**src/rtl/status_setclr_pkg.sv**
```systemverilog
package status_setclr_pkg;

  localparam int NFLAG     = 8;   // run, master, mode fault, five hardware errors
  localparam int NHW       = 5;   // flags with a hardware event input
  localparam int FIRST_ERR = 2;   // flags at and above this index are errors
  localparam int CMD_W     = 16;
  localparam int STAT_W    = 16;
  localparam int BUSY_POS  = 13;

  // flag index: 0 run, 1 master, 2 mode fault, 3 tx ovf, 4 rx ovf,
  //             5 abort, 6 tx unf, 7 rx unf
  function automatic int stat_pos(input int idx);
    case (idx)
      0: return 0;
      1: return 1;
      2: return 2;
      3: return 8;
      4: return 9;
      5: return 10;
      6: return 11;
      default: return 12;
    endcase
  endfunction

  function automatic int clr_pos(input int idx);
    case (idx)
      0: return 0;
      1: return 2;
      2: return 6;
      3: return 8;
      4: return 9;
      5: return 10;
      6: return 11;
      default: return 4;
    endcase
  endfunction

  function automatic int set_pos(input int idx);
    if (idx >= 3 && idx <= 6) return clr_pos(idx) + 4;
    return clr_pos(idx) + 1;
  endfunction

  // index into the event / enable vectors, -1 when software only
  function automatic int hw_pos(input int idx);
    if (idx >= 3) return idx - 3;
    return -1;
  endfunction

endpackage

```
**src/rtl/rst_sync.sv**
```systemverilog
module rst_sync (
  input  logic clk,
  input  logic rst_n,
  output logic rst_sync_n
);
  logic stage_q;

  always_ff @(posedge clk or negedge rst_n) begin
    if (!rst_n) begin
      stage_q    <= 1'b0;
      rst_sync_n <= 1'b0;
    end else begin
      stage_q    <= 1'b1;
      rst_sync_n <= stage_q;
    end
  end
endmodule

```
**src/rtl/sr_flag_cell.sv**
```systemverilog
module sr_flag_cell (
  input  logic clk,
  input  logic rst_n,
  input  logic sw_set,
  input  logic sw_clr,
  input  logic hw_set,
  output logic q
);
  logic q_d;

  always_comb begin
    q_d = q;
    if (hw_set)                q_d = 1'b1;
    else if (sw_set && !sw_clr) q_d = 1'b1;
    else if (sw_clr && !sw_set) q_d = 1'b0;
  end

  always_ff @(posedge clk or negedge rst_n) begin
    if (!rst_n) q <= 1'b0;
    else        q <= q_d;
  end


  pair_conflict_hold_chk: assert property (@(posedge clk) disable iff (!rst_n)
    (sw_set && sw_clr && !hw_set) |=> $stable(q));


  hw_wins_chk: assert property (@(posedge clk) disable iff (!rst_n)
    hw_set |=> q);


  no_spurious_set_chk: assert property (@(posedge clk) disable iff (!rst_n)
    (!q && !sw_set && !hw_set) |=> !q);
endmodule

```
**src/rtl/cfg_lock_reg.sv**
```systemverilog
module cfg_lock_reg #(
  parameter int W = 5
) (
  input  logic         clk,
  input  logic         rst_n,
  input  logic         wr_en,
  input  logic         lock,
  input  logic [W-1:0] wdata,
  output logic [W-1:0] q
);
  logic [W-1:0] q_d;
  logic         load;

  always_comb begin
    load = wr_en && !lock;
    q_d  = load ? wdata : q;
  end

  always_ff @(posedge clk or negedge rst_n) begin
    if (!rst_n) q <= '0;
    else        q <= q_d;
  end


  cfg_locked_chk: assert property (@(posedge clk) disable iff (!rst_n)
    (wr_en && lock) |=> $stable(q));
endmodule

```
**src/rtl/status_setclr_reg.sv**
```systemverilog
module status_setclr_reg
  import status_setclr_pkg::*;
(
  input  logic              clk,
  input  logic              rst_n,
  input  logic              cmd_we,
  input  logic [CMD_W-1:0]  cmd_word,
  input  logic              cfg_we,
  input  logic [NHW-1:0]    cfg_wdata,
  input  logic [NHW-1:0]    err_evt,
  input  logic              busy,
  output logic [STAT_W-1:0] status_q,
  output logic [NHW-1:0]    cfg_q,
  output logic              err_irq
);
  logic             rst_i_n;
  logic [NFLAG-1:0] flag_q;

  rst_sync u_rst (
    .clk        (clk),
    .rst_n      (rst_n),
    .rst_sync_n (rst_i_n)
  );

  cfg_lock_reg #(.W(NHW)) u_cfg (
    .clk   (clk),
    .rst_n (rst_i_n),
    .wr_en (cfg_we),
    .lock  (flag_q[0]),
    .wdata (cfg_wdata),
    .q     (cfg_q)
  );

  for (genvar i = 0; i < NFLAG; i++) begin : g_flag
    localparam int SP = set_pos(i);
    localparam int CP = clr_pos(i);
    localparam int HP = hw_pos(i);
    logic sw_set, sw_clr, hw_set;

    assign sw_set = cmd_we && cmd_word[SP];

    if (i == 0) begin : g_run_guard
      // leaving run mode only while the engine is idle
      assign sw_clr = cmd_we && cmd_word[CP] && !busy;
    end else begin : g_plain_clr
      assign sw_clr = cmd_we && cmd_word[CP];
    end

    if (HP >= 0) begin : g_hw
      assign hw_set = err_evt[HP] && cfg_q[HP];
    end else begin : g_no_hw
      assign hw_set = 1'b0;
    end

    sr_flag_cell u_cell (
      .clk    (clk),
      .rst_n  (rst_i_n),
      .sw_set (sw_set),
      .sw_clr (sw_clr),
      .hw_set (hw_set),
      .q      (flag_q[i])
    );
  end

  always_comb begin
    status_q = '0;
    for (int k = 0; k < NFLAG; k++) status_q[stat_pos(k)] = flag_q[k];
    status_q[BUSY_POS] = busy;
    err_irq = |flag_q[NFLAG-1:FIRST_ERR];
  end


  run_hold_busy_chk: assert property (@(posedge clk) disable iff (!rst_i_n)
    (cmd_we && cmd_word[clr_pos(0)] && busy && flag_q[0]) |=> status_q[0]);


  irq_tracks_errors_chk: assert property (@(posedge clk) disable iff (!rst_i_n)
    (status_q[12:8] != '0 || status_q[2]) |-> err_irq);


  idle_after_reset_chk: assert property (@(posedge clk) disable iff (!rst_i_n)
    $rose(rst_i_n) |-> (cfg_q == '0 && !err_irq));
endmodule

```
**config.mk**
```make
export PLATFORM = sky130hd
export DESIGN_NAME = status_setclr_reg
export DESIGN_NICKNAME = d
export VERILOG_FILES = /design/src/rtl/status_setclr_pkg.sv /design/src/rtl/rst_sync.sv /design/src/rtl/sr_flag_cell.sv /design/src/rtl/cfg_lock_reg.sv /design/src/rtl/status_setclr_reg.sv
export SDC_FILE = /design/constraint.sdc
export NUM_CORES = 1
export LEC_CHECK = 0
export ABC_AREA = 1
export CAP_MARGIN = 20
export CELL_PAD_IN_SITES_DETAIL_PLACEMENT = 1
export CELL_PAD_IN_SITES_GLOBAL_PLACEMENT = 2
export CORE_ASPECT_RATIO = 0.7
export CORE_UTILIZATION = 17
export CTS_CLUSTER_SIZE = 25
export DETAILED_ROUTE_END_ITERATION = 8
export PLACE_DENSITY = 0.7
export SYNTH_ARGS = -nofsm -noshare
export SYNTH_HDL_FRONTEND = slang
export SYNTH_SLANG_ARGS = --single-unit
```
**constraint.sdc**
```tcl
create_clock -name clk -period 0.8 [get_ports clk]
set_input_delay 0.2 -clock clk [delete_from_list [all_inputs] [get_ports clk]]
set_output_delay 0.2 -clock clk [all_outputs]
set_load 0.03 [all_outputs]
```
==> impl_metrics.toml, run 1 <==
[outcome]
status = "complete, but fails checks"
violations = "setup timing"

[clock_tree]
clk_latency_ns = 0.25
cts_hold_buf = 0
cts.clk_slew.worst_paths_ns = 0.07
cts_buffer_depth = 2
clock_sinks = 15
numCtsBuffers = 3
clockRootBuffer = "clkbuf_8"
htreeDepth = 1
cts_tree = "built"

[drt]
ant_nets = 0
avgViaCountPerCell = 3.53
vias = 925
wirelength_mm = 2.69
post-route-drc-count = 0
wire_per_inst_um = 10.3
dr.pass1.iters = 2
drt-initial-drc-count = 9

[yosys]
yosysTopAreaCell = "dfrtp_1"
yosysMostFrequentCell = "nand2_1"
synthArstFlopShare_pct = 100
synthAdderAreaFrac_pct = 3.98
synth_top_family_by_area = "simple AND/OR/NAND/NOR gates"
seq_area_frac_synth_pct = 39.8
synth_xor_xnor_area_share_pct = 0
synth.ff_latch_count = 15
avgSynthCellArea_um2 = 7.26
synth_compound_area_share_pct = 1.59
synth_top_flop_cell = "dfrtp_1"
yosys.cell_types.count = 15
synth_area_um2 = 943
synth-simple-area-share_pct = 29.4
synth_edf_count = 0
synth_top_area_share_pct = 39.8
synth_warnings = 0
postSynthCellCount = 130
synthTopCellsByArea = "dfrtp_1 40%, nand2_1 21%, buf_4 13%, inv_1 8.4%, ha_1 4.0%"
ys_top_cells_by_count = "54 x nand2_1, 21 x inv_1, 16 x buf_4, 15 x dfrtp_1, 5 x nand3_1"
synthMuxAreaShare_pct = 0

[power_and_ir_drop]
p_int_w = 0.00204
power.density_nw_per_um2 = 1820
p_clk_share_pct = 20.2
seq_power_share_pct = 31.1
irDropWorstVdd_mv = 0.682
leakagePower_nw = 0.907
p_switching_w = 0.00118
total_power_w = 0.00321
pwr-share-comb_pct = 48.7
swShare_pct = 36.6

[die]
chipWidth_um = 91.0
fp.dieArea_um2 = 5860
io_pins = 53
core-area_um2 = 5290
start_util_pct = 17.9
die_h_um = 64.3
fp-row-count = 22

[place]
placed_area_um2 = 1430
gp_congestion = 0.686
portBuffers = 45
dp_hpwl_mm = 2.07

[sta]
timing.final.crit_period_ns = 1.24
layout_worst_path_cycle_share_pct = 155
skew_ns = 0.00627
fmax_mhz = 805
finalHoldViolations = 0
setup-violations-final = 25
slew_violations = 0
rsz0062_at_grt = "yes"
whs_ns = 0.107
finalWorstSetupSlack_ns = -0.442

[worst_setup_path]
cp-end-kind = "output port"
crit_arrival_ns = 1.04
worst-setup-path-type = "reg -> out"
worst_setup_path_start_kind = "register"
required_ns = 0.60
path_max_fanout = 2

[global_routing]
grt_first_pass_wirelength_mm = 4.49
grt_max_degree = 14
grt_antenna_before_repair = 0
grt.total_usage_pct = 10.0
grt-ovfl-total = 0
grt_pass1_vias = 938

[final_layout]
area_delta_synth_final_pct = 86.6
finalInstanceArea_um2 = 1760
nets = 225
diodes = 0
drive_gt1_share_pct = 45.3
fin_util_pct = 33.3

[run]
cap_violations = 0

[min_path]
hp-class = "in -> async"
==> worst paths after layout <==
check | startpoint | end | slack, ns | cells after the start
max | g_flag[5].u_cell.q | err_irq | -0.44 | 3
min | rst_n | u_rst.stage_q | 0.11 | 1
max reg2reg | g_flag[0].u_cell.q | u_cfg.q[2] | -0.11 | 5
min reg2reg | u_rst.rst_sync_n | g_flag[0].u_cell.q | 0.17 | 1
max in group asynchronous | u_rst.rst_sync_n | u_cfg.q[1] | 0.44 | 1
min in group clk | u_rst.stage_q | u_rst.rst_sync_n | 0.36 | 0
==> routing by layer <==
layer / track usage, % / share of wire (%) / vias up
met1: 14.1 / 50 / 416
met5: 0 / 0 / -
met3: 3.69 / 6.9 / 2
li1: - / - / 476
met4: 1.79 / 0.52 / 0
met2: 14.6 / 43 / 31
==> power groups by stage <==
stage               clock (W)  sequential, W  combinational (W)
floorplan                   0        0.00113           0.000544
global placement            0        0.00100            0.00110
detailed placement          0        0.00100            0.00112
CTS                  0.000669       0.000995            0.00148
global route         0.000723        0.00102            0.00171
finish               0.000650       0.000999            0.00156
==> cell usage in the layout, fill, tap and decap left out, types with 5 or more instances in the layout <==
cell type | synthesis | layout
nand2_1 | 54 | 37
buf_6 | 1 | 26
clkdlybuf4s50_1 | 0 | 22
nand2_2 | 4 | 17
inv_1 | 21 | 15
buf_4 | 16 | 12
dfrtp_1 | 15 | 10
conb_1 | 2 | 8
inv_2 | 0 | 5
nand3_2 | 0 | 5
dlygate4sd2_1 | 0 | 5
dfrtp_2 | 0 | 5
==> cell type report <==
cell class                 instances  area, um^2
timing repair buffer              68         667
tap                               72        90.1
clock buffer                       3        41.3
sequential                        15         382
clock inverter                     1        5.00
inverter                          21        83.8
multi-input combinational         82         492
fill                             637        3520
==> cells by family (layout without fill, tap and decap cells) <==
group / count (synthesis) / in the layout
simple gates: 68 / 68
buf+inv: 39 / 93
flops: 15 / 15
fa+ha+maj: 3 / 3
compound gates: 3 / 3
other cells: 2 / 8
==> timing repair <==
item,CTS,global route
endpoints found under the setup margin,28,26
cloned,0,0
setup buffers,7,8
resized for setup,67,21
pin swaps,17,10
==> through the flow <==
step / setup slack [ns] / TNS [ns] / instances
finish: -0.442 / -4.59 / 262
CTS: -0.454 / -4.82 / 260
global placement: -0.676 / -7.23 / 249
floorplan: -0.237 / -0.831 / 136
global route: -0.527 / -5.72 / 262
detailed placement: -0.710 / -7.38 / 249
==> state kept, by name, summed over array words and instances, names as in the netlist <==
| signal | flops |
|---|---|
| u_rst.stage_q | 1 |
| u_cfg.q | 5 |
| g_flag.u_cell.q | 8 |
| u_rst.rst_sync_n | 1 |
==> worst max-delay path, cell delays in order (launching register included) <==
cell     delay [ns]
dfrtp_1        0.41
nor2_2         0.09
nand4_1        0.12
buf_6          0.16
No activity file was read; power rests on OpenSTA's default activity.
==> inputs of run 2 (changes only) <==
Settings changed: CORE_MARGIN set to 1.5.
==> run 2 against run 1 <==
The run still ends with setup timing left; design area decreased by 0.78%; die area increased by 2.7%; global-route usage decreased by 0.15 points; maximum frequency increased by 1.5%; clock power decreased by 4.8%; sequential share of layout area increased by 0.17 points; critical path depth unchanged; power decreased by 1.7%; final cell count unchanged; first-iteration DRC count increased to 2.7 times the previous value; largest cell class unchanged.
==> impl_metrics.toml, run 2 (synthesis results as in run 1) <==
[min_path]
hp-class = "in -> async"

[power_and_ir_drop]
swShare_pct = 35.9
p_int_w = 0.00203
power.density_nw_per_um2 = 1810
seq_power_share_pct = 31.6
pwr-share-comb_pct = 48.8
total_power_w = 0.00316
p_switching_w = 0.00113
p_clk_share_pct = 19.6
leakagePower_nw = 0.899
irDropWorstVdd_mv = 0.937

[run]
cap_violations = 0

[global_routing]
grt.total_usage_pct = 9.87
grt_antenna_before_repair = 0
grt-ovfl-total = 0
grt_pass1_vias = 1003
grt_first_pass_wirelength_mm = 4.63
grt_max_degree = 14

[final_layout]
largest_register = "g_flag.u_cell.q"
fillers = 643
finalInstanceArea_um2 = 1750
area_delta_synth_final_pct = 85.1
diodes = 0
layout_common_cells = "41 x nand2_1, 27 x buf_6, 21 x clkdlybuf4s50_1, 14 x nand2_2, 12 x inv_1"
nets = 225
drive_gt1_share_pct = 44.2
largest_reg_flops = 8
final_common_cell = "nand2_1"
largest_registers = "g_flag.u_cell.q x8, u_cfg.q x5"

[worst_setup_path]
required_ns = 0.60
slowest_stage = "dfrtp_1"
path_cells = "nor2_1, nand4_1, buf_6"
r2r_start = "g_flag[5].u_cell.q"
cpPeakStageDelay_ns = 0.39
cpLargestDelayFamily = "flip-flops"
worst-setup-path-type = "reg -> out"
path_max_fanout = 2
reg2regPathDepth = 6
crit_arrival_ns = 1.02
worst_setup_path_start_kind = "register"
rr_endpoint = "g_flag[5].u_cell.q"
path_buf_inv = 1
cp-end-kind = "output port"
rrSetupSlack_ns = -0.13

[clock_tree]
htreeDepth = 1
cts_buffer_depth = 2
numCtsBuffers = 3
cts.clk_slew.worst_paths_ns = 0.06
clockRootBuffer = "clkbuf_8"
cts_tree = "built"
clock_sinks = 15
clk_latency_ns = 0.25

[place]
placed_area_um2 = 1430
dp_hpwl_mm = 2.04
portBuffers = 45
gp_congestion = 0.658

[die]
fp-row-count = 22
core-area_um2 = 5290
start_util_pct = 17.9
io_pins = 53
chipWidth_um = 92.0
fp.dieArea_um2 = 6010
die_h_um = 65.3

[drt]
drt-initial-drc-count = 24
vias = 939
ant_nets = 0
wirelength_mm = 2.75
wire_per_inst_um = 10.5
post-route-drc-count = 0
avgViaCountPerCell = 3.58
dr.pass1.iters = 4

[sta]
finalWorstSetupSlack_ns = -0.424
fmax_mhz = 817
layout_worst_path_cycle_share_pct = 153
timing.final.crit_period_ns = 1.22
slew_violations = 0
setup-violations-final = 25
rsz0062_at_grt = "yes"
skew_ns = 0.00420
finalHoldViolations = 0

[outcome]
status = "complete, but fails checks"
violations = "setup timing"
## run 2: changes by cell type in the layout (fill, tap and decap cells not counted), sizes merged
cell	change
clkbuf	+1
dlygate4sd2	+1
clkinv	-1
clkdlybuf4s50	-1
## run 2: worst max-delay path by stage
stage	endpoint	cells after the start	startpoint	slack [ns]
6_report	err_irq	3	g_flag[5].u_cell.q	-0.42
5_1_grt	err_irq	3	g_flag[5].u_cell.q	-0.48
4_1_cts	err_irq	3	g_flag[4].u_cell.q	-0.45
2_1_floorplan	g_flag[0].u_cell.q	7	cmd_we	-0.24
3_3_place_gp	g_flag[0].u_cell.q	6	cmd_we	-0.67
3_5_place_dp	g_flag[0].u_cell.q	6	cmd_we	-0.71
## run 2: power by group through the flow
| stage | Sequential, W | Clock, W | Combinational, W |
|---|---|---|---|
| detailed placement | 0.00100 | 0 | 0.00112 |
| global route | 0.00101 | 0.000691 | 0.00167 |
| CTS | 0.000998 | 0.000653 | 0.00150 |
| finish | 0.000997 | 0.000619 | 0.00154 |
| floorplan | 0.00113 | 0 | 0.000544 |
| global placement | 0.00100 | 0 | 0.00111 |
## run 2: per-stage QoR
stage	setup TNS (ns)	setup slack, ns	std cells	hold slack (ns)	util [%]
6_report	-4.65	-0.424	262	0.116	33.0
5_1_grt	-5.63	-0.476	262	0.106	33.0
4_1_cts	-4.74	-0.446	261	0.108	32.5
3_5_place_dp	-7.34	-0.711	249	0.183	27.1
3_3_place_gp	-7.16	-0.674	249	0.176	27.1
2_1_floorplan	-0.831	-0.237	136	-0.0956	-
## run 2: metal layers
layer	track usage, %	routed length (um)	vias up
met5	0	0	-
met4	1.15	8	0
met3	3.24	173	2
met2	15.9	1180	31
met1	13.2	1390	429
li1	-	-	477
## run 2: layout make-up
cell class	count	area [um^2]	share of cell area, %
clock buffers	4	45.0	2.58
flip-flops and latches	15	382	21.8
well taps	72	90.1	5.16
repair buffers	68	669	38.3
inverters	21	83.8	4.80
multi-input cells	82	477	27.3
## run 2: timing repair
| item | 4_1_cts | 5_1_grt |
|---|---|---|
| resized for setup | 75 | 11 |
| endpoints found under the setup margin | 28 | 25 |
| endpoints found under the hold margin | 0 | 0 |
| hold buffers | 0 | 0 |
| pin swaps | 19 | 9 |
| buffers inserted | 8 | 3 |
